--- config.mk ---
export PLATFORM = sky130hd
export DESIGN_NAME = ssp_i2s_conv
export DESIGN_NICKNAME = d
export VERILOG_FILES = /design/src/rtl/ssp_i2s_pkg.sv /design/src/rtl/ssp_i2s_ctrl_regs.sv /design/src/rtl/ssp_i2s_tx.sv /design/src/rtl/ssp_i2s_rx.sv /design/src/rtl/ssp_i2s_conv.sv
export SDC_FILE = /design/constraint.sdc
export NUM_CORES = 1
export LEC_CHECK = 0
export ABC_AREA = 1
export BUFFER_PORTS_ARGS = -buffer_cell sky130_fd_sc_hd__buf_4
export CORE_MARGIN = 1.5
export CORE_UTILIZATION = 35
export CTS_BUF_LIST = sky130_fd_sc_hd__clkbuf_4 sky130_fd_sc_hd__clkbuf_8 sky130_fd_sc_hd__clkbuf_16
export DETAILED_ROUTE_END_ITERATION = 10
export GPL_TIMING_DRIVEN = 0
export PLACE_DENSITY = 0.68
export SYNTH_ARGS = -nofsm -noshare
export SYNTH_HDL_FRONTEND = slang
export SYNTH_SLANG_ARGS = --single-unit
--- constraint.sdc ---
create_clock -name clk -period 3.6 [get_ports clk]
set_input_delay 0.18 -clock clk [delete_from_list [all_inputs] [get_ports clk]]
set_output_delay 0.18 -clock clk [all_outputs]
set_load 0.01 [all_outputs]
--- src/rtl/ssp_i2s_pkg.sv ---
package ssp_i2s_pkg;
  parameter int unsigned CTRL_W = 6;

  typedef struct packed {
    logic loop;     // bit 5
    logic clk_inv;  // bit 4
    logic lj_mode;  // bit 3
    logic ws_inv;   // bit 2
    logic enable;   // bit 1
    logic i2s_sel;  // bit 0
  } ctrl_t;
endpackage

--- src/rtl/ssp_i2s_ctrl_regs.sv ---
module ssp_i2s_ctrl_regs
  import ssp_i2s_pkg::*;
#(
  parameter int unsigned ADDR_W = 8,
  parameter int unsigned DATA_W = 32
) (
  input  logic              clk,
  input  logic              rst_n,
  input  logic              we_i,
  input  logic [ADDR_W-1:0] addr_i,
  input  logic [CTRL_W-1:0] wdata_i,
  output logic [DATA_W-1:0] rdata_o,
  output ctrl_t             ctrl_act_o
);
  localparam int unsigned PAD_W = DATA_W - CTRL_W;

  ctrl_t ctrl_q;
  logic  hit;

  assign hit = (addr_i == '0);

  always_ff @(posedge clk or negedge rst_n) begin
    if (!rst_n) begin
      ctrl_q     <= '0;
      ctrl_act_o <= '0;
    end else begin
      if (we_i && hit) ctrl_q <= ctrl_t'(wdata_i);
      ctrl_act_o <= ctrl_q;
    end
  end

  assign rdata_o = hit ? {{PAD_W{1'b0}}, ctrl_q} : '0;
endmodule

--- src/rtl/ssp_i2s_tx.sv ---
module ssp_i2s_tx #(
  parameter int unsigned WORD_W = 16
) (
  input  logic                              clk,
  input  logic                              rst_n,
  input  logic                              clr_i,
  input  logic                              fall_i,
  input  logic                              lj_i,
  input  logic                              wsinv_i,
  input  logic [WORD_W-1:0]                 tx_data_i,
  input  logic                              tx_valid_i,
  output logic                              load_o,
  output logic                              sd_o,
  output logic                              ws_o,
  output logic [$clog2(2*WORD_W)-1:0]       pos_o,
  output logic                              started_o
);
  localparam int unsigned POS_W = $clog2(2*WORD_W);
  localparam int unsigned LOW_W = POS_W - 1;

  logic [POS_W-1:0]  pos_q, nxt, nxt2;
  logic [WORD_W-1:0] sh_q;
  logic              ws_q, started_q;

  assign nxt    = pos_q + POS_W'(1);
  assign nxt2   = pos_q + POS_W'(2);
  assign load_o = fall_i && (nxt[LOW_W-1:0] == '0);

  always_ff @(posedge clk or negedge rst_n) begin
    if (!rst_n) begin
      pos_q     <= '1;
      sh_q      <= '0;
      ws_q      <= 1'b0;
      started_q <= 1'b0;
    end else if (clr_i) begin
      pos_q     <= '1;
      sh_q      <= '0;
      ws_q      <= 1'b0;
      started_q <= 1'b0;
    end else if (fall_i) begin
      pos_q     <= nxt;
      started_q <= 1'b1;
      if (load_o) sh_q <= tx_valid_i ? tx_data_i : '0;
      else        sh_q <= {sh_q[WORD_W-2:0], 1'b0};
      ws_q      <= (lj_i ? nxt[POS_W-1] : nxt2[POS_W-1]) ^ wsinv_i;
    end
  end

  assign sd_o      = sh_q[WORD_W-1];
  assign ws_o      = ws_q;
  assign pos_o     = pos_q;
  assign started_o = started_q;

  AST_POS_STEP: assert property (@(posedge clk) disable iff (!rst_n || clr_i)
    ($past(started_q) && !$stable(pos_q)) |-> (pos_q == POS_W'($past(pos_q) + 1'b1)));
endmodule

--- src/rtl/ssp_i2s_rx.sv ---
module ssp_i2s_rx #(
  parameter int unsigned WORD_W     = 16,
  parameter int unsigned ZERO_WORDS = 4
) (
  input  logic                        clk,
  input  logic                        rst_n,
  input  logic                        clr_i,
  input  logic                        rise_i,
  input  logic [$clog2(2*WORD_W)-1:0] pos_i,
  input  logic                        din_i,
  input  logic                        loop_i,
  input  logic                        rdy_i,
  output logic [WORD_W-1:0]           data_o,
  output logic                        right_o,
  output logic                        valid_o
);
  localparam int unsigned POS_W = $clog2(2*WORD_W);
  localparam int unsigned LOW_W = POS_W - 1;
  localparam int unsigned ZC_W  = $clog2(ZERO_WORDS + 1);

  logic [WORD_W-2:0] sh_q;
  logic [ZC_W-1:0]   zcnt_q;
  logic              word_done, fill_zero;

  assign word_done = rise_i && (pos_i[LOW_W-1:0] == '1);
  assign fill_zero = loop_i && (zcnt_q != '0);

  always_ff @(posedge clk or negedge rst_n) begin
    if (!rst_n) begin
      sh_q    <= '0;
      zcnt_q  <= ZC_W'(ZERO_WORDS);
      data_o  <= '0;
      right_o <= 1'b0;
      valid_o <= 1'b0;
    end else if (clr_i) begin
      sh_q    <= '0;
      zcnt_q  <= ZC_W'(ZERO_WORDS);
      data_o  <= '0;
      right_o <= 1'b0;
      valid_o <= 1'b0;
    end else begin
      if (rise_i) sh_q <= {sh_q[WORD_W-3:0], din_i};
      if (!loop_i)                zcnt_q <= ZC_W'(ZERO_WORDS);
      else if (word_done && fill_zero) zcnt_q <= zcnt_q - 1'b1;
      if (word_done) begin
        valid_o <= 1'b1;
        right_o <= pos_i[POS_W-1];
        data_o  <= fill_zero ? '0 : {sh_q, din_i};
      end else if (valid_o && rdy_i) begin
        valid_o <= 1'b0;
      end
    end
  end

  AST_LOOP_ZERO: assert property (@(posedge clk) disable iff (!rst_n || clr_i)
    (word_done && fill_zero) |=> (data_o == '0));
  AST_RX_HOLD: assert property (@(posedge clk) disable iff (!rst_n || clr_i)
    (valid_o && !rdy_i) |=> valid_o);
endmodule

--- src/rtl/ssp_i2s_conv.sv ---
module ssp_i2s_conv
  import ssp_i2s_pkg::*;
#(
  parameter int unsigned WORD_W = 16,
  parameter int unsigned ADDR_W = 8,
  parameter int unsigned DATA_W = 32
) (
  input  logic              clk,
  input  logic              rst_n,
  input  logic              reg_we,
  input  logic [ADDR_W-1:0] reg_addr,
  input  logic [CTRL_W-1:0] reg_wdata,
  output logic [DATA_W-1:0] reg_rdata,
  input  logic              ssp_sck,
  input  logic              ssp_fs,
  input  logic              ssp_txd,
  output logic              ssp_rxd,
  input  logic [WORD_W-1:0] tx_data,
  input  logic              tx_valid,
  output logic              tx_ready,
  output logic [WORD_W-1:0] rx_data,
  output logic              rx_right,
  output logic              rx_valid,
  input  logic              rx_ready,
  output logic              i2s_sck,
  output logic              i2s_ws,
  output logic              i2s_sd_out,
  input  logic              i2s_sd_in
);
  localparam int unsigned POS_W = $clog2(2*WORD_W);

  ctrl_t            act;
  logic             active, clr, sck_d, fall, rise, started;
  logic             sd, ws, rx_din;
  logic [POS_W-1:0] pos;

  ssp_i2s_ctrl_regs #(.ADDR_W(ADDR_W), .DATA_W(DATA_W)) u_regs (
    .clk(clk), .rst_n(rst_n), .we_i(reg_we), .addr_i(reg_addr),
    .wdata_i(reg_wdata), .rdata_o(reg_rdata), .ctrl_act_o(act)
  );

  assign active = act.i2s_sel && act.enable;
  assign clr    = !active;

  always_ff @(posedge clk or negedge rst_n) begin
    if (!rst_n) sck_d <= 1'b0;
    else        sck_d <= ssp_sck;
  end

  assign fall   = active && sck_d && !ssp_sck;
  assign rise   = active && started && !sck_d && ssp_sck;
  assign rx_din = act.loop ? sd : i2s_sd_in;

  ssp_i2s_tx #(.WORD_W(WORD_W)) u_tx (
    .clk(clk), .rst_n(rst_n), .clr_i(clr), .fall_i(fall),
    .lj_i(act.lj_mode), .wsinv_i(act.ws_inv),
    .tx_data_i(tx_data), .tx_valid_i(tx_valid), .load_o(tx_ready),
    .sd_o(sd), .ws_o(ws), .pos_o(pos), .started_o(started)
  );

  ssp_i2s_rx #(.WORD_W(WORD_W), .ZERO_WORDS(4)) u_rx (
    .clk(clk), .rst_n(rst_n), .clr_i(clr), .rise_i(rise), .pos_i(pos),
    .din_i(rx_din), .loop_i(act.loop), .rdy_i(rx_ready),
    .data_o(rx_data), .right_o(rx_right), .valid_o(rx_valid)
  );

  assign i2s_sck    = active ? (ssp_sck ^ act.clk_inv) : ssp_sck;
  assign i2s_ws     = active ? ws : ssp_fs;
  assign i2s_sd_out = active ? sd : ssp_txd;
  assign ssp_rxd    = active ? 1'b0 : i2s_sd_in;

  AST_READY_PULSE: assert property (@(posedge clk) disable iff (!rst_n)
    tx_ready |=> !tx_ready);
  AST_IDLE_RX: assert property (@(posedge clk) disable iff (!rst_n)
    $past(clr) |-> !rx_valid);
endmodule

==> impl_metrics.csv <==
group,metric,value,unit
status,outcome,"finished, final reports clean",
global_route,grt_pass1_vias,2927,
cts,cts_tree,"yes",
cts,cts.clk_slew.worst_paths,0.07,ns
die,start_util,36.3,%
cts,cts_resized,0,
setup_path,r2r_slack,1.84,ns
synthesis,synth_cells,427,
setup_path,worstSetupPathType,"reg2out",
routing,route.vias.total,2912,
cts,h-tree-depth,3,
pwr,p_leak,2.46,nW
global_route,grt_overflow,0,
sta,rsz0062_at_grt,"false",
sta,max_freq,462,MHz
synthesis,ys_seq_elements,72,
placement,pre_cts_ws,1.81,ns
sta,relSlewSlack,41.2,%
synthesis,ys_seq_area_share,50.5,%
die,die-area,10900,um^2
setup_path,r2r_end,"u_tx.sh_q[13]",
sta,post-route-min-period,2.16,ns
die,core_region_area,9860,um^2
synthesis,yosys-top-cells-area,"dfrtp_1 46%, nand2_1 11%, nand3_1 7.3%, buf_4 5.9%, inv_1 5.2%",
placement,dpl-instance-area,4340,um^2
sta,report.final.slew_viol_count,0,
cts,cts_root_buf,"clkbuf_8",
sta,tightest_slew,0.883,ns
sta,fin_skew,0.00661,ns
pwr,ir_drop,0.257,mV
cells_and_area,drive_gt1_share,25.8,%
global_route,grt_usage,14.4,%
routing,wl_per_cell,10.9,um
cells_and_area,final_core_util,46.5,%
routing,vias_per_cell,4.36,
sta,fin_ws,1.44,ns
die,die_w,104,um
die,die_h,104,um
cells_and_area,final.fill_count,991,
cts,clk_latency,0.34,ns
sta,post-route-period-util,60.1,%
global_route,grt_pass1_wl,12800,um
cells_and_area,syn_to_final_growth,27.9,%
cts,postCtsHoldBufs,2,
routing,drc,0,
cts,cts_setup_buffers,0,
sta,worst_hold_slack,0.0842,ns
setup_path,r2r-start,"u_tx.pos_o[0]",
global_route,antenna_found_initial,0,
setup_path,crit_path_start,"u_tx.pos_o[0]",
setup_path,startpoint_type,"flip-flop",
setup_path,cp.required,3.42,ns
placement,hpwl,5390,um
cells_and_area,final_nets,574,
cells_and_area,final_cell_area,4580,um^2
synthesis,ys.flop_type,"dfrtp_1",
synthesis,avgSynthCellArea,8.40,um^2
cells_and_area,multiInputGateArea,1360,um^2
placement,routabilityCongestion,0.785,
synthesis,async_flop_share,100,%
sta,fin_setup_tns,0,ns
cells_and_area,antenna_cells,0,
cts,cts_sinks,72,
hold_path,holdCritPathClass,"in2reg",
setup_path,end_kind,"primary output",
cells_and_area,regArea,1810,um^2
setup_path,cp.arrival,1.98,ns
pwr,cellPowerDensity,527,nW/um^2
routing,postRouteWirelength,7310,um
setup_path,reg2reg_depth,9,
cts,cts-buffers-inserted,9,
setup_path,crit_fanout,10,
synthesis,synth_edf_count,0,
placement,dpl.cell_count,651,
synthesis,synth_cell_types,33,
routing,ant_nets,0,
die,io_pins,94,
synthesis,syn_area,3580,um^2
synthesis,synth.most_common_cell,"nand2_1",
setup_path,worstSetupEndpoint,"tx_ready",
sta,hold_violations,0,
cells_and_area,finalNonFillerCells,668,
cts,cts_max_path_buffers,2,
synthesis,yosys.area.top_type,"dfrtp_1",
routing,dr.pass1.iters,4,
synthesis,yosysTopAreaCellShare,46.1,%
synthesis,ys_warn_count,0,
placement,port_buffers,66,
die,std_cell_rows,36,
sta,setup_viol,0,
pwr,p_total,2.42,mW
run,maxCapViolCount,0,
global_route,grt_max_degree,73,
routing,drt_iter0_drc,89,
synthesis,synth_commonest_cells,"104 x nand2_1, 66 x dfrtp_1, 52 x nand3_1, 50 x inv_1, 28 x buf_4",
==> cell families after synthesis <==
logic type | Yosys count | share of synthesized area [%]
compound gates | 54 | 8.48
xor+xnor | 2 | 0.489
fa+ha+maj | 4 | 1.40
flops | 72 | 50.5
simple gates | 194 | 24.9
buf+inv | 100 | 14.2
other cells | 1 | 0.105
==> worst max-delay path, cell delays in order (launching register included) <==
cell	delay (ns)
dfstp_2	0.58
ha_1	0.24
inv_1	0.05
nand2_1	0.11
nand3_4	0.11
nor2_8	0.14
nand2_4	0.10
buf_6	0.16
inv_2	0.04
buf_4	0.10
==> cell type report <==
| type | count | share of cell area (%) |
|---|---|---|
| timing repair buffer | 68 | 11.2 |
| tap | 133 | 3.63 |
| buffer | 42 | 6.30 |
| sequential | 72 | 39.5 |
| multi-input combinational | 280 | 29.7 |
| inverter | 58 | 4.78 |
| clock inverter | 3 | 1.42 |
| clock buffer | 12 | 3.47 |
==> per-layer routing <==
layer / routed length (um) / vias to the layer above / GRT usage, %
met3: 329 / 14 / 3.32
li1: - / 1515 / -
met2: 3540 / 76 / 23.9
met5: 0 / - / 0
met4: 143 / 0 / 6.25
met1: 3290 / 1307 / 18.0
==> state kept, by name (all words and copies together) (netlist names) <==
name,cells
sck_d,1
u_regs.ctrl_act_o,6
u_regs.ctrl_q,6
u_rx.data_o,16
u_rx.right_o,1
u_rx.sh_q,15
u_rx.valid_o,1
u_rx.zcnt_q,3
u_tx.pos_o,5
u_tx.sh_q,16
u_tx.started_o,1
u_tx.ws_o,1
==> power by group <==
group / switching, mW / internal, mW / total, mW
logic: 0.392 / 0.255 / 0.647
registers: 0.0896 / 0.960 / 1.05
clock network: 0.288 / 0.431 / 0.719
==> placed cells by master, fill, tap and decap left out, types with 4 or more instances in the layout <==
master	count
o21ai_1	16
o22ai_1	13
dfrtp_1	66
nor2_1	25
inv_1	50
nand2_1	104
buf_4	94
ha_1	4
conb_1	26
nand3_1	52
clkbuf_8	11
o21ai_0	9
a21oi_1	10
inv_2	7
clkbuf_1	7
dfstp_2	6
==> worst min-delay path by stage <==
stage,cells past startpoint,to,slack [ns],startpoint
floorplan,0,sck_d,-0.12,rst_n
global placement,1,sck_d,0.32,ssp_sck
detailed placement,1,sck_d,0.32,ssp_sck
CTS,4,u_rx.valid_o,0.07,rx_ready
global route,3,u_regs.ctrl_q[5],0.09,reg_wdata[5]
finish,4,u_rx.valid_o,0.08,rx_ready
No activity file was read; power rests on OpenSTA's default activity.
